==> src/rtl/clb_pkg.sv <==
package clb_pkg;
   localparam int DEF_TRACKS   = 8;
   localparam int DEF_LUT_K    = 4;
   localparam int DEF_NUM_LUTS = 2;

   typedef enum logic {
      OUT_COMB = 1'b0,
      OUT_REG  = 1'b1
   } out_mode_e;
endpackage

==> src/rtl/clb_track_mux.sv <==
module clb_track_mux #(
   parameter int TRACKS = 8,
   parameter int SEL_W  = 3
) (
   input  logic [TRACKS-1:0] chan,
   input  logic [SEL_W-1:0]  sel,
   output logic              pick
);
   generate
      if ((1 << SEL_W) == TRACKS) begin : g_full
         assign pick = chan[sel];
      end else begin : g_partial
         always_comb begin
            pick = 1'b0;
            for (int t = 0; t < TRACKS; t++) begin
               if (sel == SEL_W'(t)) pick = chan[t];
            end
         end
      end
   endgenerate
endmodule

==> src/rtl/clb_lut.sv <==
module clb_lut #(
   parameter int K = 4
) (
   input  logic [(1<<K)-1:0] truth,
   input  logic [K-1:0]      addr,
   output logic              y
);
   assign y = truth[addr];
endmodule

==> src/rtl/clb_out_stage.sv <==
module clb_out_stage
   import clb_pkg::*;
(
   input  logic      clk,
   input  logic      rst,
   input  logic      d,
   input  out_mode_e mode,
   input  logic      oe,
   output logic      val,
   output logic      en
);
   logic ff_q;
   logic sel_v;
   logic seen_run;

   always_ff @(posedge clk) begin
      if (rst) ff_q <= 1'b0;
      else     ff_q <= d;
   end

   always_ff @(posedge clk) seen_run <= !rst;

   assign sel_v = (mode == OUT_REG) ? ff_q : d;
   assign val   = oe & sel_v;
   assign en    = oe;


   rst_clear_chk: assert property (@(posedge clk) disable iff (rst)
      (!seen_run) |-> (ff_q == 1'b0));


   reg_follow_chk: assert property (@(posedge clk) disable iff (rst)
      (seen_run && mode == OUT_REG && oe) |-> (val == $past(d)));
endmodule

==> src/rtl/dual_lut_cell.sv <==
module dual_lut_cell
   import clb_pkg::*;
#(
   parameter int TRACKS   = DEF_TRACKS,
   parameter int LUT_K    = DEF_LUT_K,
   parameter int NUM_LUTS = DEF_NUM_LUTS,
   localparam int SEL_W    = $clog2(TRACKS),
   localparam int TRUTH_W  = 1 << LUT_K,
   localparam int MODE_BIT = TRUTH_W + LUT_K*SEL_W,
   localparam int OE_BIT   = MODE_BIT + 1,
   localparam int SLICE_W  = OE_BIT + 1,
   localparam int CFG_W    = NUM_LUTS * SLICE_W
) (
   input  logic                clk,
   input  logic                rst,
   input  logic [TRACKS-1:0]   chan_in,
   input  logic [CFG_W-1:0]    cfg,
   output logic [NUM_LUTS-1:0] out_val,
   output logic [NUM_LUTS-1:0] out_en
);
   generate
      if (TRACKS < 2)   begin : g_bad_tracks $error("TRACKS must be at least 2"); end
      if (LUT_K < 1 || LUT_K > 6) begin : g_bad_k $error("LUT_K out of range 1..6"); end
      if (NUM_LUTS < 1) begin : g_bad_n $error("NUM_LUTS must be at least 1"); end
   endgenerate

   generate
      for (genvar c = 0; c < NUM_LUTS; c++) begin : g_cell
         logic [SLICE_W-1:0] slice;
         logic [LUT_K-1:0]   addr;
         logic               lut_y;
         out_mode_e          mode;

         assign slice = cfg[c*SLICE_W +: SLICE_W];
         assign mode  = out_mode_e'(slice[MODE_BIT]);

         for (genvar n = 0; n < LUT_K; n++) begin : g_in
            clb_track_mux #(.TRACKS(TRACKS), .SEL_W(SEL_W)) u_mux (
               .chan (chan_in),
               .sel  (slice[TRUTH_W + n*SEL_W +: SEL_W]),
               .pick (addr[n])
            );
         end

         clb_lut #(.K(LUT_K)) u_lut (
            .truth (slice[TRUTH_W-1:0]),
            .addr  (addr),
            .y     (lut_y)
         );

         clb_out_stage u_out (
            .clk  (clk),
            .rst  (rst),
            .d    (lut_y),
            .mode (mode),
            .oe   (slice[OE_BIT]),
            .val  (out_val[c]),
            .en   (out_en[c])
         );


         dis_quiet_chk: assert property (@(posedge clk) disable iff (rst)
            (!cfg[c*SLICE_W + OE_BIT]) |-> (!out_en[c] && !out_val[c]));


         const_one_chk: assert property (@(posedge clk) disable iff (rst)
            (cfg[c*SLICE_W +: TRUTH_W] == '1 && !cfg[c*SLICE_W + MODE_BIT]
             && cfg[c*SLICE_W + OE_BIT]) |-> out_val[c]);


         const_zero_chk: assert property (@(posedge clk) disable iff (rst)
            (cfg[c*SLICE_W +: TRUTH_W] == '0 && !cfg[c*SLICE_W + MODE_BIT])
            |-> !out_val[c]);
      end
   endgenerate
endmodule

==> config.mk <==
export PLATFORM = sky130hd
export DESIGN_NAME = dual_lut_cell
export DESIGN_NICKNAME = d
export VERILOG_FILES = /design/src/rtl/clb_pkg.sv /design/src/rtl/clb_track_mux.sv /design/src/rtl/clb_lut.sv /design/src/rtl/clb_out_stage.sv /design/src/rtl/dual_lut_cell.sv
export SDC_FILE = /design/constraint.sdc
export NUM_CORES = 1
export LEC_CHECK = 0
export BUFFER_PORTS_ARGS = -buffer_cell sky130_fd_sc_hd__clkbuf_2
export CAP_MARGIN = 30
export CELL_PAD_IN_SITES_DETAIL_PLACEMENT = 1
export CELL_PAD_IN_SITES_GLOBAL_PLACEMENT = 2
export CORE_UTILIZATION = 24
export DETAILED_ROUTE_END_ITERATION = 7
export PLACE_DENSITY_LB_ADDON = 0.12
export SYNTH_ARGS = -nofsm -noshare
export SYNTH_HDL_FRONTEND = slang
export SYNTH_SLANG_ARGS = --single-unit
==> constraint.sdc <==
create_clock -name clk -period 3.8 [get_ports clk]
set_clock_uncertainty 0.1 [all_clocks]
set_input_delay 0.38 -clock clk [delete_from_list [all_inputs] [get_ports clk]]
set_output_delay 0.38 -clock clk [all_outputs]
set_load 0.01 [all_outputs]
==> results.tsv, run 1 <==
stage	metric	value	unit
status	status	complete, no violations	
logic_synthesis	gate count after technology mapping	91	
die	Top Ports	74	
clock_network	H-tree Lvls	1	
worst_setup_path	cell mode on critical path	clkbuf_2	
clock_network	CTS tree	yes	
logic_synthesis	Synth Cell Area	988	um^2
route	via/cell ratio	5.16	
final_layout	P&R area growth vs syn	40.3	%
logic_synthesis	Synth Register Bits	2	
logic_synthesis	Yosys cell types	26	
placement	DPL Wire Length	2.75	mm
logic_synthesis	Mapped Nets	161	
global_routing	vias in the first global route	1148	
sta	period utilization	71.5	%
hold_path	Hold Path Class	input port to register	
placement	number of port buffers	73	
logic_synthesis	Yosys warning count	0	
sta	fmax	0.368	GHz
worst_setup_path	CP bufs+invs	2	
route	drt wl/cell	15.3	um
worst_setup_path	CP startpoint kind	input port	
route	Total Wirelength	3.16	mm
die	Die Ht	66.2	um
sta	Least-Margin Pin Slew	0.373	ns
final_layout	most frequent cells in the layout	clkbuf_2, mux2i_1, mux4_2, nor2_1, nand2_1	
clock_network	Setup Buffers After CTS	0	
clock_network	post-cts resize count	0	
power_and_ir_drop	Pwr Density	211	nW/um^2
final_layout	Most flops, register	g_cell.u_out.ff_q	
worst_setup_path	worst setup path class	input port to output pin	
final_layout	final net count	231	
worst_setup_path	CP Max Fanout	8	
placement	placed cell count	204	
sta	setup_tns	0	ns
die	Die X-Extent	66.2	um
worst_setup_path	element type at the critical path end	output pin	
route	via count	1069	
final_layout	largest registers	g_cell.u_out.ff_q: 2 flops	
worst_setup_path	CP cell instances	clkbuf_2, mux4_1, mux2i_2, nor2b_1, a22oi_2, nand3_1, a221oi_2, clkbuf_2	
logic_synthesis	sequential area share after synthesis	4.05	%
flow_run	Max-Cap Viols	0	
worst_setup_path	slowest CP cell	mux4_1	
sta	Slew Viols, Final	0	
sta	Slew HR	74.7	%
final_layout	Inserted Diodes	0	
clock_network	Reg clk slew, reported paths	0.03	ns
final_layout	most common cell after layout, fill and taps aside	clkbuf_2	
route	ANT nets after route	0	
route	DRT iter0 DRCs	31	
die	Initial Utilization	26.0	%
sta	Final Hold Vio Count	0	
final_layout	share of layout cells above drive strength 1	59.1	%
worst_setup_path	slowest stage delay, CP	0.53	ns
global_routing	total track usage	15.1	%
clock_network	Hold Buf Count CTS	0	
route	DR DRC count	0	
final_layout	Layout Cells excl Fill	207	
logic_synthesis	Mapped Avg Cell Area	10.9	um^2
clock_network	clock tree sinks	2	
route	drt pass-1 iters	4	
worst_setup_path	crit path DAT	2.24	ns
die	Rows	22	
clock_network	Inserted Clock Buffers	3	
sta	RSZ-0062 raised after global routing	no	
clock_network	CTS root buffer	clkbuf_8	
global_routing	GRT overflow	0	
global_routing	antenna violations before repair	0	
sta	# setup viols final	0	
global_routing	largest net degree at the start of global routing	9	
die	die area	4380	um^2
power_and_ir_drop	peak supply drop	0.0663	mV
placement	GP Congestion	0.702	
final_layout	max reg flops	2	
final_layout	Util after Layout	36.5	%
sta	min cycle time layout	2.72	ns
global_routing	global-route wire length before repair	5.06	mm
die	Core Region	3800	um^2
clock_network	Max Root-Sink Buffers	2	
worst_setup_path	Worst path top cell family by delay	multiplexers	
worst_setup_path	Critical Path RT	3.32	ns
power_and_ir_drop	leak pwr	0.710	nW
## per-layer routing
metal / vias up / wire length, um / part of all wire (%) / track usage [%]
met5: - / 0 / 0 / 0
met4: 0 / 16 / 0.51 / 4.79
met3: 2 / 212 / 6.7 / 2.07
met2: 37 / 1680 / 53 / 27.3
met1: 519 / 1250 / 40 / 18.3
li1: 511 / - / - / -
## through the flow
step           hold slack [ns]  setup slack [ns]  cell area [um^2]  total power [mW]
3_5_place_dp             0.474              1.07              1350             0.212
5_1_grt                  0.278             0.893              1390             0.319
6_report                 0.261              1.08              1390             0.293
3_3_place_gp             0.480              1.12              1350             0.209
4_1_cts                  0.257              1.07              1390             0.298
2_1_floorplan            0.349              1.31               988             0.153
## cells by family (layout without fill, tap and decap cells)
group,Yosys count,in the layout,synth area share [%]
buffers and inverters,10,78,7.72
muxes,50,50,70.6
AOI/OAI and AO/OA,11,11,8.99
DFF,2,2,4.05
and+or+nand+nor,18,18,8.61
## layout make-up
cell class | count | area (um^2)
multi-input combinational | 79 | 872
tap | 48 | 60.1
clock buffer | 3 | 41.3
timing repair buffer | 73 | 365
sequential | 2 | 40.0
fill | 462 | 2410
inverter | 2 | 7.51
## where the power goes
group	total, mW	leakage [nW]	switching [mW]	internal, mW
clock	0.0831	0.0216	0.0162	0.0669
sequential	0.0256	0.0167	0.000667	0.0249
combinational	0.184	0.671	0.0859	0.0981
## Yosys cell counts
cell | instances | area, um^2
o21ai_0 | 2 | 10.0
nand3b_1 | 1 | 7.51
a311oi_1 | 2 | 17.5
buf_6 | 3 | 33.8
a21oi_1 | 1 | 5.00
mux4_1 | 3 | 78.8
nand4_1 | 2 | 12.5
buf_4 | 4 | 30.0
mux4_2 | 11 | 248
nor2b_1 | 1 | 6.26
a22oi_1 | 2 | 15.0
nor2_1 | 6 | 22.5
nor3_1 | 1 | 5.00
nand3_1 | 2 | 10.0
mux2_2 | 3 | 33.8
and2_1 | 1 | 6.26
nand2_1 | 4 | 15.0
mux2i_2 | 2 | 27.5
buf_2 | 1 | 5.00
mux2i_1 | 31 | 310
a31oi_1 | 1 | 6.26
inv_1 | 2 | 7.51
dfxtp_1 | 2 | 40.0
a211oi_1 | 1 | 7.51
a221oi_2 | 1 | 15.0
a22oi_2 | 1 | 12.5
## final timing paths
kind                   start                         endpoint  slack [ns]  depth (start not counted)
hold / removal           rst  g_cell[0].u_out.ff_q$_SDFF_PP0_        0.26                          2
setup / recovery  chan_in[6]                       out_val[1]        1.08                          8
Power figures use the tool's default switching activity.
==> run 2, diff against run 1 <==
- CORE_UTILIZATION: 24 -> 20
- clock period: 3.8 -> 2.3 ns (I/O delays scaled with it)
==> run 2 against run 1 <==
The flow now finishes with violations (negative setup slack). Hold slack worse by 0.13 ns. Worst setup slack got worse by 1.1 ns. First-iteration DRC count down 42%. Final area is 15% higher. Via count rose by 2.3%. Critical path type unchanged.
==> results.tsv, run 2 (synthesis results as in run 1) <==
stage	metric	value	unit
sta	Least-Margin Pin Slew	0.263	ns
route	ANT nets after route	0	
clock_network	Hold Buf Count CTS	0	
final_layout	Util after Layout	33.6	%
sta	min cycle time layout	2.33	ns
worst_setup_path	Critical Path RT	1.97	ns
placement	Placement Cell Area	1440	um^2
route	Total Wirelength	3.35	mm
final_layout	final net count	245	
sta	fmax	0.430	GHz
die	Top Ports	74	
clock_network	CTS root buffer	clkbuf_8	
sta	Slew Viols, Final	0	
clock_network	Reg clk slew, reported paths	0.03	ns
clock_network	clock tree sinks	2	
die	Die X-Extent	72.3	um
final_layout	Most flops, register	g_cell.u_out.ff_q	
clock_network	Inserted Clock Buffers	3	
placement	DPL Wire Length	2.90	mm
die	Die Ht	72.3	um
clock_network	Max Root-Sink Buffers	2	
final_layout	max reg flops	2	
die	Core Region	4750	um^2
placement	placed cell count	233	
route	via/cell ratio	4.56	
die	Initial Utilization	20.8	%
power_and_ir_drop	peak supply drop	0.183	mV
final_layout	most frequent cells in the layout	clkbuf_2, mux2i_1, buf_4, mux4_2	
status	status	finished with violations	
power_and_ir_drop	Pwr Density	344	nW/um^2
sta	RSZ-0062 raised after global routing	yes	
die	die area	5230	um^2
worst_setup_path	element type at the critical path end	output pin	
placement	GP Congestion	0.706	
route	DRT iter0 DRCs	18	
flow_run	Max-Cap Viols	0	
sta	Slew HR	81.9	%
sta	setup ws final	-0.0258	ns
clock_network	H-tree Lvls	1	
hold_path	Worst Hold Depth	2	
hold_path	WHS Endpoint	g_cell[0].u_out.ff_q$_SDFF_PP0_	
route	via count	1094	
worst_setup_path	CP Max Fanout	8	
global_routing	vias in the first global route	1259	
route	drt wl/cell	14.0	um
worst_setup_path	worst setup path class	input port to output pin	
global_routing	GRT overflow	0	
route	drt pass-1 iters	2	
final_layout	Layout Cells excl Fill	240	
final_layout	most common cell after layout, fill and taps aside	clkbuf_2	
hold_path	Hold Crit Start	rst	
hold_path	Hold Path Class	input port to register	
sta	# setup viols final	1	
sta	Final Hold Vio Count	0	
power_and_ir_drop	total power	0.549	mW
global_routing	global-route wire length before repair	5.55	mm
clock_network	CTS tree	yes	
power_and_ir_drop	leak pwr	0.797	nW
final_layout	Inserted Diodes	0	
final_layout	P&R area growth vs syn	61.5	%
global_routing	antenna violations before repair	0	
route	DR DRC count	0	
die	Rows	25	
worst_setup_path	crit path DAT	2.00	ns
sta	period utilization	101	%
status	violated checks	negative setup slack	
placement	number of port buffers	73	
final_layout	largest registers	g_cell.u_out.ff_q: 2 flops	
global_routing	largest net degree at the start of global routing	9	
global_routing	total track usage	13.3	%
final_layout	Finished Cell Area	1600	um^2
sta	setup_tns	-0.0258	ns
final_layout	share of layout cells above drive strength 1	65.9	%
worst_setup_path	CP startpoint kind	input port	
==> run 2: power by group <==
part	total [mW]	internal, mW	switching, mW
Clock	0.136	0.110	0.0252
Sequential	0.0424	0.0411	0.00122
Combinational	0.371	0.212	0.160
Total	0.549	0.363	0.186
==> run 2: through the flow <==
step / hold slack, ns / setup slack [ns]
4_1_cts: 0.128 / -0.0504
3_3_place_gp: 0.327 / -0.0806
5_1_grt: 0.135 / -0.144
2_1_floorplan: 0.199 / 0.108
3_5_place_dp: 0.339 / -0.0959
6_report: 0.131 / -0.0258
==> run 2: what timing repair did <==
item                                    4_1_cts  5_1_grt
gates resized for setup                      15        6
pin swaps                                     5        3
buffers inserted                              4        0
cloned                                        0        0
endpoints found under the setup margin        2        2
==> run 2: worst max-delay path by stage <==
stage / end / from / slack, ns
6_report: out_val[1] / cfg[46] / -0.03
2_1_floorplan: out_val[1] / cfg[46] / 0.11
3_3_place_gp: out_val[1] / chan_in[6] / -0.08
4_1_cts: out_val[1] / cfg[46] / -0.05
5_1_grt: out_val[1] / cfg[46] / -0.14
3_5_place_dp: out_val[1] / chan_in[1] / -0.1
==> run 2: final cells by class <==
| type | count | area [um^2] |
|---|---|---|
| Clock buffer | 3 | 41.3 |
| Fill cell | 590 | 3160 |
| Inverter | 2 | 7.51 |
| Multi-Input combinational cell | 79 | 903 |
| Sequential cell | 2 | 40.0 |
| Tap cell | 67 | 83.8 |
| Timing Repair Buffer | 87 | 520 |
==> run 2: worst max-delay path: stages <==
cell       delay [ns]
clkbuf_16        0.13
mux2i_1          0.11
mux4_2           0.62
buf_4            0.19
mux2i_1          0.11
nand3_1          0.10
nand3_2          0.09
a221oi_2         0.25
buf_2            0.17
==> run 2: per-layer routing <==
| metal | vias up | global-route usage (%) | part of all wire, % |
|---|---|---|---|
| met5 | - | 0 | 0 |
| met2 | 32 | 26.6 | 56 |
| li1 | 540 | - | - |
| met3 | 0 | 0.694 | 3.8 |
| met4 | 0 | 1.96 | 0 |
| met1 | 522 | 15.8 | 40 |
==> run 3, diff against run 2 <==
- CORE_ASPECT_RATIO: default -> 0.75
==> run 3 against run 2 <==
Largest cell class unchanged. Critical path type unchanged. The run still ends with negative setup slack left. Cell count down 5.0%. Sequential power about the same. Highest routed layer is now met4. Worst setup slack better by 0.0017 ns. Combinational power about the same. Largest power group unchanged.
==> results.tsv, run 3 (synthesis results as in run 1) <==
stage	metric	value	unit
status	status	finished with violations	
status	violated checks	negative setup slack	
clock_network	Inserted Clock Buffers	3	
clock_network	Hold Buf Count CTS	0	
global_routing	total track usage	13.5	%
global_routing	GRT overflow	0	
final_layout	share of layout cells above drive strength 1	67.3	%
power_and_ir_drop	leak pwr	0.782	nW
sta	Slew HR	75.0	%
placement	number of port buffers	73	
power_and_ir_drop	Pwr Density	354	nW/um^2
placement	DPL Wire Length	2.83	mm
route	drt pass-1 iters	4	
final_layout	final net count	243	
final_layout	P&R area growth vs syn	59.2	%
clock_network	H-tree Lvls	1	
route	via/cell ratio	4.89	
sta	# setup viols final	2	
sta	setup ws final	-0.0241	ns
clock_network	CTS tree	yes	
worst_setup_path	worst setup path class	input port to output pin	
final_layout	max reg flops	2	
worst_setup_path	element type at the critical path end	output pin	
sta	min cycle time layout	2.32	ns
placement	GP Congestion	0.700	
worst_setup_path	CP startpoint kind	input port	
route	DR DRC count	0	
sta	Slew Viols, Final	0	
flow_run	Max-Cap Viols	0	
clock_network	Max Root-Sink Buffers	2	
final_layout	Most flops, register	g_cell.u_out.ff_q	
worst_setup_path	crit path DAT	1.99	ns
sta	Final Hold Vio Count	0	
final_layout	most common cell after layout, fill and taps aside	clkbuf_2	
global_routing	antenna violations before repair	0	
global_routing	global-route wire length before repair	5.75	mm
clock_network	Reg clk slew, reported paths	0.03	ns
die	Top Ports	74	
die	Die X-Extent	83.2	um
final_layout	fill count	549	
hold_path	Hold Path Class	input port to register	
placement	Place WS	-0.0850	ns
route	via count	1115	
die	Core Region	4600	um^2
sta	RSZ-0062 raised after global routing	yes	
sta	period utilization	101	%
route	ANT nets after route	0	
die	Initial Utilization	21.5	%
global_routing	largest net degree at the start of global routing	9	
clock_network	CTS root buffer	clkbuf_8	
route	DRT iter0 DRCs	19	
worst_setup_path	Critical Path RT	1.97	ns
die	Rows	21	
global_routing	vias in the first global route	1249	
power_and_ir_drop	peak supply drop	0.210	mV
final_layout	most frequent cells in the layout	clkbuf_2, mux2i_1, buf_4, mux4_2	
die	Die Ht	62.9	um
final_layout	largest registers	g_cell.u_out.ff_q: 2 flops	
final_layout	Inserted Diodes	0	
power_and_ir_drop	total power	0.557	mW
sta	Least-Margin Pin Slew	0.365	ns
die	die area	5230	um^2
route	drt wl/cell	14.9	um
sta	fmax	0.430	GHz
worst_setup_path	CP Max Fanout	7	
clock_network	clock tree sinks	2	
route	Total Wirelength	3.39	mm
-- run 3: cell count changes in the layout (fill, tap and decap cells not counted) --
cell,delta
clkbuf_4,-5
nand3_1,+1
mux4_2,+1
clkbuf_2,-2
buf_2,+1
nor2_1,-3
buf_6,+1
mux4_1,-1
nor2_2,+3
buf_4,+3
nand3_2,-1
-- run 3: routing by layer --
layer,vias up,global-route usage [%],wire [um]
li1,541,-,-
met1,536,17.8,1510
met2,36,23.2,1690
met3,2,2.11,172
met4,0,3.23,19
met5,-,0,0
-- run 3: metrics by stage --
step,hold WS (ns),area (um^2),setup TNS (ns),util (%),instances
floorplan,0.199,988,0,-,91
global placement,0.326,1430,-0.123,31.1,223
detailed placement,0.324,1430,-0.144,31.1,223
CTS,0.0983,1540,-0.0429,33.5,227
global route,0.117,1570,-0.234,34.2,228
finish,0.0957,1570,-0.0378,34.2,228
-- run 3: worst max-delay path, cell delays in order --
cell       delay [ns]
clkbuf_16        0.13
mux2i_1          0.10
mux4_2           0.60
mux2i_1          0.17
a22oi_2          0.22
nand3_1          0.12
a221oi_2         0.25
buf_2            0.16
-- run 3: what timing repair did --
| action | in CTS | in global routing |
|---|---|---|
| buffers inserted | 1 | 1 |
| endpoints found under the setup margin | 2 | 2 |
| hold endpoints to repair | 0 | 0 |
| gates resized for setup | 18 | 16 |
| pin swaps | 1 | 6 |
-- run 3: layout make-up --
cell class	count	area, um^2	area share [%]
Clock buffer	3	41.3	2.62
Inverter	2	7.51	0.477
Multi-Input combinational cell	79	902	57.3
Sequential cell	2	40.0	2.54
Tap cell	57	71.3	4.53
Timing Repair Buffer	85	512	32.5
-- run 3: path summary, 6_finish.rpt --
path,startpoint,depth (start not counted),slack [ns],endpoint
max,cfg[46],8,-0.02,out_val[1]
min,rst,2,0.1,g_cell[0].u_out.ff_q$_SDFF_PP0_
-- run 3: where the power goes --
part,total (mW),switching (mW),internal (mW)
Clock,0.144,0.0332,0.111
Sequential,0.0425,0.00137,0.0411
Combinational,0.370,0.162,0.208
Total,0.557,0.197,0.360
